[config.mk]
export PLATFORM = sky130hd
export DESIGN_NAME = rzc_wb_filter
export DESIGN_NICKNAME = d
export VERILOG_FILES = /design/src/rtl/rzc_pkg.sv /design/src/rtl/rzc_classify.sv /design/src/rtl/rzc_bank.sv /design/src/rtl/rzc_wb_filter.sv
export SDC_FILE = /design/constraint.sdc
export NUM_CORES = 2
export LEC_CHECK = 0
export BUFFER_PORTS_ARGS = -buffer_cell sky130_fd_sc_hd__buf_4
export CAP_MARGIN = 20
export CORE_MARGIN = 2
export CORE_UTILIZATION = 59
export CTS_CLUSTER_SIZE = 30
export DETAILED_ROUTE_END_ITERATION = 12
export PLACE_DENSITY_LB_ADDON = 0.12
export SLEW_MARGIN = 5
export SYNTH_ARGS = -nofsm -noshare
export SYNTH_HDL_FRONTEND = slang
export SYNTH_HIERARCHICAL = 1
export SYNTH_SLANG_ARGS = --single-unit
[constraint.sdc]
create_clock -name clk -period 6 [get_ports clk]
set_input_delay 1.2 -clock clk [delete_from_list [all_inputs] [get_ports clk]]
set_output_delay 1.2 -clock clk [all_outputs]
set_load 0.005 [all_outputs]
[src/rtl/rzc_pkg.sv]
package rzc_pkg;
  // Code of the reserved tag that stands for constant 0; the next code stands for 1.
  function automatic int unsigned zero_code(input int unsigned tag_w);
    return (32'd1 << tag_w) - 32'd2;
  endfunction
endpackage

[src/rtl/rzc_classify.sv]
module rzc_classify #(
  parameter int DATA_W = 32,
  parameter int TAG_W  = 6
) (
  input  logic              clk,
  input  logic              rst,
  input  logic              wb_valid,
  input  logic [TAG_W-1:0]  wb_tag,
  input  logic [DATA_W-1:0] wb_data,
  output logic              wr_en,
  output logic [TAG_W-1:0]  wr_tag,
  output logic [DATA_W-1:0] wr_data,
  output logic              rel_valid,
  output logic [TAG_W-1:0]  rel_tag,
  output logic [TAG_W-1:0]  rel_new_tag,
  output logic              wake_valid,
  output logic [TAG_W-1:0]  wake_tag,
  output logic              wr_saved
);
  localparam logic [TAG_W-1:0] ZERO_TAG = TAG_W'(rzc_pkg::zero_code(TAG_W));
  localparam logic [TAG_W-1:0] ONE_TAG  = ZERO_TAG + TAG_W'(1);

  logic is_zero, is_one, is_res, hit;
  logic [TAG_W-1:0] const_tag;

  always_comb begin
    is_zero   = (wb_data == '0);
    is_one    = (wb_data == DATA_W'(1));
    is_res    = (wb_tag >= ZERO_TAG);
    hit       = wb_valid && (is_zero || is_one) && !is_res;
    const_tag = is_one ? ONE_TAG : ZERO_TAG;
    wr_en     = wb_valid && !(is_zero || is_one) && !is_res;
    wr_tag    = wb_tag;
    wr_data   = wb_data;
  end

  always_ff @(posedge clk) begin
    if (rst) begin
      rel_valid  <= 1'b0;
      wake_valid <= 1'b0;
      wr_saved   <= 1'b0;
    end else begin
      rel_valid  <= hit;
      wake_valid <= wb_valid;
      wr_saved   <= hit;
    end
    rel_tag     <= wb_tag;
    rel_new_tag <= const_tag;
    wake_tag    <= hit ? const_tag : wb_tag;
  end

  // a released register is never one of the reserved codes
  p_rel_not_reserved_r10: assert property (@(posedge clk) disable iff (rst)
    rel_valid |-> (rel_tag < ZERO_TAG));
  // an exact zero on a normal tag is released toward the zero tag
  p_zero_release_r2: assert property (@(posedge clk) disable iff (rst)
    (wb_valid && wb_data == '0 && wb_tag < ZERO_TAG) |=>
      (rel_valid && rel_new_tag == ZERO_TAG && wake_tag == ZERO_TAG));
  // an exact one on a normal tag is released toward the one tag
  p_one_release_r3: assert property (@(posedge clk) disable iff (rst)
    (wb_valid && wb_data == DATA_W'(1) && wb_tag < ZERO_TAG) |=>
      (rel_valid && rel_new_tag == ONE_TAG && wake_tag == ONE_TAG));
  // a released writeback still wakes its dependents
  p_release_wakes_r4: assert property (@(posedge clk) disable iff (rst)
    rel_valid |-> wake_valid);
endmodule

[src/rtl/rzc_bank.sv]
module rzc_bank #(
  parameter int DATA_W = 32,
  parameter int TAG_W  = 6
) (
  input  logic              clk,
  input  logic              rst,
  input  logic              wr_en,
  input  logic [TAG_W-1:0]  wr_tag,
  input  logic [DATA_W-1:0] wr_data,
  input  logic              rd_en,
  input  logic [TAG_W-1:0]  rd_tag,
  output logic [DATA_W-1:0] rd_data
);
  localparam int DEPTH = 1 << TAG_W;
  localparam logic [TAG_W-1:0] ZERO_TAG = TAG_W'(rzc_pkg::zero_code(TAG_W));
  localparam logic [TAG_W-1:0] ONE_TAG  = ZERO_TAG + TAG_W'(1);

  logic [DATA_W-1:0] mem [DEPTH];
  logic [DATA_W-1:0] raw_q;
  logic              cst_q, cst_bit_q;
  logic              rd_res;

  assign rd_res = (rd_tag >= ZERO_TAG);

  // Storage path kept free of reset so it maps onto block RAM.
  always_ff @(posedge clk) begin
    if (wr_en) mem[wr_tag] <= wr_data;
    if (rd_en && !rd_res) raw_q <= mem[rd_tag];
  end

  always_ff @(posedge clk) begin
    if (rst) begin
      cst_q     <= 1'b0;
      cst_bit_q <= 1'b0;
    end else if (rd_en) begin
      cst_q     <= rd_res;
      cst_bit_q <= (rd_tag == ONE_TAG);
    end
  end

  assign rd_data = cst_q ? {{(DATA_W-1){1'b0}}, cst_bit_q} : raw_q;

  // storage never receives a write to a reserved code
  p_no_reserved_write_r10: assert property (@(posedge clk) disable iff (rst)
    wr_en |-> (wr_tag < ZERO_TAG));
  // reserved reads return the constant one cycle later
  p_const_read_r6: assert property (@(posedge clk) disable iff (rst)
    (rd_en && rd_res) |=> (rd_data == DATA_W'($past(rd_tag) == ONE_TAG)));
endmodule

[src/rtl/rzc_wb_filter.sv]
module rzc_wb_filter #(
  parameter int DATA_W = 32,
  parameter int TAG_W  = 6,
  parameter int NUM_RD = 2,
  localparam int CNT_W = $clog2(NUM_RD + 1)
) (
  input  logic                     clk,
  input  logic                     rst,
  input  logic                     wb_valid,
  input  logic [TAG_W-1:0]         wb_tag,
  input  logic [DATA_W-1:0]        wb_data,
  input  logic [NUM_RD-1:0]        rd_en,
  input  logic [NUM_RD*TAG_W-1:0]  rd_tag,
  output logic [NUM_RD*DATA_W-1:0] rd_data,
  output logic                     rel_valid,
  output logic [TAG_W-1:0]         rel_tag,
  output logic [TAG_W-1:0]         rel_new_tag,
  output logic                     wake_valid,
  output logic [TAG_W-1:0]         wake_tag,
  output logic                     wr_saved,
  output logic [CNT_W-1:0]         rd_saved
);
  localparam logic [TAG_W-1:0] ZERO_TAG = TAG_W'(rzc_pkg::zero_code(TAG_W));

  logic              wr_en;
  logic [TAG_W-1:0]  wr_tag;
  logic [DATA_W-1:0] wr_data;
  logic [CNT_W-1:0]  rd_cnt;

  rzc_classify #(.DATA_W(DATA_W), .TAG_W(TAG_W)) u_cls (
    .clk(clk), .rst(rst),
    .wb_valid(wb_valid), .wb_tag(wb_tag), .wb_data(wb_data),
    .wr_en(wr_en), .wr_tag(wr_tag), .wr_data(wr_data),
    .rel_valid(rel_valid), .rel_tag(rel_tag), .rel_new_tag(rel_new_tag),
    .wake_valid(wake_valid), .wake_tag(wake_tag), .wr_saved(wr_saved)
  );

  // One bank copy per read port; all copies see the same write.
  for (genvar i = 0; i < NUM_RD; i++) begin : g_port
    rzc_bank #(.DATA_W(DATA_W), .TAG_W(TAG_W)) u_bank (
      .clk(clk), .rst(rst),
      .wr_en(wr_en), .wr_tag(wr_tag), .wr_data(wr_data),
      .rd_en(rd_en[i]), .rd_tag(rd_tag[i*TAG_W +: TAG_W]),
      .rd_data(rd_data[i*DATA_W +: DATA_W])
    );
  end

  always_comb begin
    rd_cnt = '0;
    for (int i = 0; i < NUM_RD; i++)
      if (rd_en[i] && rd_tag[i*TAG_W +: TAG_W] >= ZERO_TAG) rd_cnt = rd_cnt + CNT_W'(1);
  end

  always_ff @(posedge clk) begin
    if (rst) rd_saved <= '0;
    else     rd_saved <= rd_cnt;
  end

  // avoided reads never exceed the port count
  p_rd_saved_bound_r9: assert property (@(posedge clk) disable iff (rst)
    rd_saved <= CNT_W'(NUM_RD));
  // no enabled port means nothing avoided in the next cycle
  p_rd_saved_idle_r9: assert property (@(posedge clk) disable iff (rst)
    (rd_en == '0) |=> (rd_saved == '0));
  // an avoided write always comes with a release
  p_saved_has_release_r8: assert property (@(posedge clk) disable iff (rst)
    wr_saved |-> rel_valid);
endmodule

==> results.md <==
Outcome:
- The flow ran to the end, and the final reports show no timing, DRC or antenna violations.

Clock tree:
- In this run the deepest clock path goes through 4 buffers.
- The number of clock sinks seen by CTS is 4181.
- The post-cts hold buffer count is 0.
- The clock-pin slew of the registers on the worst-case setup and hold paths is approximately 0.06 ns.
- The later-pin clock latency in the skew report is between 0.9 and 1 ns.
- The number of CTS-inserted buffers is 413.
- The count of buffers added by post-CTS timing repair for setup is 0.
- The clock root buffer is sky130_fd_sc_hd__clkbuf_16.
- The TritonCTS clock tree is built.
- The post-cts repair resize count is 0.
- CTS built an H-tree with a depth of 5.

Detailed routing:
- The pre-antenna-repair detailed-routing pass consisted of 6 iterations.
- The detailed-route wire length per cell is 36.6 µm.
- The detailed router's first-iteration violation count is 11200.
- The detailed router placed 76900 vias in this run.
- The total wire length after detailed routing is 418000 µm.
- The total DRC errors in the routed layout is 0.
- The detail route stage leaves a number of antenna-violating nets equal to 0.
- In the routed layout, each cell is associated on average with a via count of 6.75.

Global route:
- Entering global routing, the biggest net connects 129 pins.
- The initial antenna violation count came to 28.
- The first global-routing pass estimated 585000 µm of wire.
- The number of global-route vias before repair is 76200.
- After global routing the overflow that remains totals 0.
- Across every metal layer, demand over resource in global routing totals 30.2%.

Pwr:
- The clock network accounts for 41.2% of the total power.
- The combinational fraction of design power is 5.6%.
- The overall power is 61.0 mW.
- The fraction of power spent switching nets is 21.4%.
- The worst supply voltage drop on vdd is 0.000276 V.
- Summed over all nets, the switching power comes to 13.0 mW.
- Summed over all cells, the static leakage comes to around 58 nW.
- The cell internal power dissipation is approximately 48 mW.
- The sequential group share of total power is 53.2%.
- In this run the power density over the cells is approximately 340 nW/µm².

Final layout:
- Cells with a size suffix above 1 make up 29.8% of the layout.
- The post-route cell area is 182000 µm².
- After filler insertion, the fill cell instance count of the layout stands at 16900.
- The leading cell type in the layout, fill and taps excluded is sky130_fd_sc_hd__edfxtp_1.
- In the layout the commonest cells are sky130_fd_sc_hd__edfxtp_1 (4160), sky130_fd_sc_hd__mux4_2 (1052), sky130_fd_sc_hd__mux2i_1 (442).
- The area growth from synthesis to layout is 12.8%.
- The number of nets at the end of the flow is 7540.

STA:
- The number of endpoints with negative hold slack in the final report is 0.
- Setup violations remaining at the end of the flow were counted as 0.
- The smallest setup slack after layout is approximately 1.9 ns.
- Clock skew on the completed layout was measured at 0.0315 ns.
- The setup TNS is 0 ns.
- The peak clock frequency supported by timing is 244 MHz.
- Setup repair after global routing left no endpoint under its margin.
- The worst hold slack across all endpoints is ~0.47 ns.
- The worst-margin pin slew is 1.27 ns.
- The headroom to the max-slew limit is 14.5%.
- The share of the cycle needed by the critical path after routing is 68.3%.
- The worst path in the final design needs a cycle of between 4 and 5 ns, including I/O delays and setup.
- The count of final max-slew check failures is 0.

Job:
- The max-cap violation count is 0.

Die:
- The starting density of the core is 59.4%.
- From bottom edge to top edge, the die measures 526 µm.
- The area of the core region is 271000 µm².
- In this run the count of I/O pins placed on the die edge is 142.
- The area of the die is 277000 µm².
- In this run the core area contains 191 standard-cell rows.
- The die is ~530 µm wide.

Synthesis:
- The sequential cell area fraction in the yosys report is 77.8%.
- In the synthesized netlist the async set-or-reset flop fraction comes to 0%.
- The primary flip-flop cell chosen by synthesis mapping is sky130_fd_sc_hd__edfxtp_1.
- Synthesis produced a netlist whose cell count is 6990.
- The average footprint of a synthesized cell is 23.0 µm².
- The number of enable flip-flop cells after synthesis is 4160.
- The flip-flop and latch count after synthesis is between 4000 and 5000.
- During synthesis, Yosys emitted a total of 6 warnings.
- After synthesis the cells add up to approximately 160000 µm².
- The netlist uses 48 different library cells.

Hold path:
- The endpoint of the worst hold-timing path is g_port[0].u_bank/cst_bit_q.
- The number of instances on the worst hold path is 2.
- The tightest min-delay check is of the reg2reg type.
- The startpoint of the lowest-slack hold path is g_port[0].u_bank/cst_bit_q.

Setup path:
- The path depth of the worst reg2reg path is 5.
- STA classifies the critical path startpoint as an input port.
- Among the stages of the critical path, the cell type that occurs most often is sky130_fd_sc_hd__buf_4.
- Along the worst path, the maximum fanout reaches 42.
- The kind of critical path is in2reg.
- The start of the worst register-to-register path is g_port[0].u_bank/mem[45][4].
- The highest cell delay on the worst timing path is 0.90 ns.
- The setup check on the worst reg-to-reg path leaves a slack of 3.33 ns.
- The critical path depth is 10.
- At the worst endpoint, the required time is 6.61 ns.
- The data arrival time of the critical path is 4.71 ns.
- Traced cell by cell, the critical path runs through buf_4 > nor4_1 > nand4_1 > nor2_1 > nor2_1 > buf_4 > nor2b_1 > nand2_1 > nor2_4 > buf_4.
- The destination of the worst register-to-register timing path is g_port[0].u_bank/raw_q[4].
- The element type at the critical path end is a register.
- The total buffers and inverters traversed by the critical path is 3.
- The family with the most delay on the worst path is simple AND/OR/NAND/NOR gates.
- The largest individual stage delay along the critical path comes from the cell sky130_fd_sc_hd__nor2_4.

Place:
- Port buffering added 136 buffers.
- Detailed placement finished with a half-perimeter wire length of 248000 µm.
- The post-placement setup slack is 1.00 ns.
- At the end of routability-driven placement, the weighted congestion stood at 0.875.
- The placed instances occupy a cell area of 168000 µm².
-- flip-flops by register name (all words and copies together), names as in the netlist --
register                 cells
g_port.u_bank/cst_bit_q      2
g_port.u_bank/cst_q          2
g_port.u_bank/mem         4096
g_port.u_bank/raw_q         64
rd_saved                     2
u_cls/rel_new_tag            1
u_cls/rel_tag                6
u_cls/wake_tag               6
u_cls/wake_valid             1
u_cls/wr_saved               1
-- stage by stage --
stage,std cells,util (%)
2_1_floorplan,6994,-
3_3_place_gp,10600,62.0
3_5_place_dp,10600,62.1
4_1_cts,11400,66.9
5_1_grt,11400,67.0
6_report,11400,67.0
-- Yosys cell counts (4+ instances only) --
cell type | count | share of area [%]
sky130_fd_sc_hd__buf_6 | 16 | 0.11
sky130_fd_sc_hd__o31ai_1 | 6 | 0.028
sky130_fd_sc_hd__a21oi_1 | 52 | 0.16
sky130_fd_sc_hd__nor3_1 | 5 | 0.016
sky130_fd_sc_hd__mux2i_1 | 442 | 2.7
sky130_fd_sc_hd__nor4_1 | 9 | 0.035
sky130_fd_sc_hd__nand2b_1 | 8 | 0.031
sky130_fd_sc_hd__mux2_2 | 40 | 0.28
sky130_fd_sc_hd__a211oi_1 | 6 | 0.028
sky130_fd_sc_hd__a32oi_1 | 30 | 0.16
sky130_fd_sc_hd__nand3_1 | 25 | 0.078
sky130_fd_sc_hd__a311oi_1 | 6 | 0.033
sky130_fd_sc_hd__nor2_1 | 154 | 0.36
sky130_fd_sc_hd__nand4_1 | 39 | 0.15
sky130_fd_sc_hd__o221ai_1 | 32 | 0.17
sky130_fd_sc_hd__buf_2 | 132 | 0.41
sky130_fd_sc_hd__edfxtp_1 | 4160 | 78
sky130_fd_sc_hd__nor2b_1 | 83 | 0.32
sky130_fd_sc_hd__nand3b_1 | 4 | 0.019
sky130_fd_sc_hd__mux4_2 | 1052 | 15
sky130_fd_sc_hd__o211ai_2 | 18 | 0.14
sky130_fd_sc_hd__nand2_1 | 213 | 0.50
sky130_fd_sc_hd__buf_1 | 28 | 0.065
sky130_fd_sc_hd__a221oi_1 | 26 | 0.14
sky130_fd_sc_hd__a22oi_1 | 38 | 0.18
sky130_fd_sc_hd__clkbuf_1 | 104 | 0.24
sky130_fd_sc_hd__o22ai_1 | 12 | 0.047
sky130_fd_sc_hd__o21ai_0 | 19 | 0.059
sky130_fd_sc_hd__dfxtp_1 | 21 | 0.26
sky130_fd_sc_hd__o21ai_1 | 32 | 0.099
sky130_fd_sc_hd__buf_4 | 140 | 0.65
sky130_fd_sc_hd__or2_2 | 4 | 0.016
sky130_fd_sc_hd__o211ai_1 | 7 | 0.033
sky130_fd_sc_hd__and2_1 | 4 | 0.016
-- kinds of logic (layout without fill, tap and decap cells) --
kind of cell | Yosys count | in the layout | share of synthesized area [%]
and+or+nand+nor | 558 | 558 | 1.59
muxes | 1535 | 1535 | 17.7
DFF | 4181 | 4181 | 77.8
AOI/OAI and AO/OA | 291 | 291 | 1.32
buffers and inverters | 424 | 1249 | 1.49
other | 1 | 13 | 0.00233
-- layer usage --
metal	up-vias	track usage (%)	part of all wire, %
li1	30700	-	-
met1	41500	42.7	37
met2	4139	48.4	49
met3	606	4.62	9.1
met4	4	11.8	4.2
met5	-	0	0.0074
-- worst min-delay path, stage by stage (launching register included) --
cell and delay, ns:
sky130_fd_sc_hd__dfxtp_1 0.31, sky130_fd_sc_hd__nand2b_1 0.06, sky130_fd_sc_hd__a21oi_1 0.05
-- how the worst max path moves through the flow --
stage | from | end | slack, ns
after floorplan | wb_data[2] | g_port[0].u_bank/mem[48][0] | 1.06
after global placement | wb_data[20] | g_port[0].u_bank/mem[56][2] | 0.97
after detailed placement | wb_data[8] | g_port[0].u_bank/mem[56][5] | 1.00
after CTS | wb_data[8] | g_port[0].u_bank/mem[56][5] | 1.96
after global routing | wb_data[8] | g_port[0].u_bank/mem[56][5] | 1.81
final | wb_data[8] | g_port[0].u_bank/mem[56][5] | 1.90
-- power groups by stage --
stage               combinational [mW]  clock, mW  sequential, mW
global placement                  3.36          0            33.1
global route                      3.56       26.5            32.4
finish                            3.43       25.1            32.4
CTS                               3.44       25.4            32.4
floorplan                         1.94          0            33.0
detailed placement                3.43          0            33.1
-- layout make-up --
type / count / area, µm² / share of cell area (%)
diodes: 8 / 20.0 / 0.0110
clock buffers: 503 / 10800 / 5.97
clock inverters: 246 / 2210 / 1.22
inverters: 4 / 15.0 / 0.00827
multi-input cells: 2389 / 34300 / 18.9
flip-flops and latches: 4181 / 125000 / 69.0
well taps: 3570 / 4470 / 2.46
repair buffers: 496 / 4460 / 2.46
Note: power is estimated with default switching activity, not from simulation.
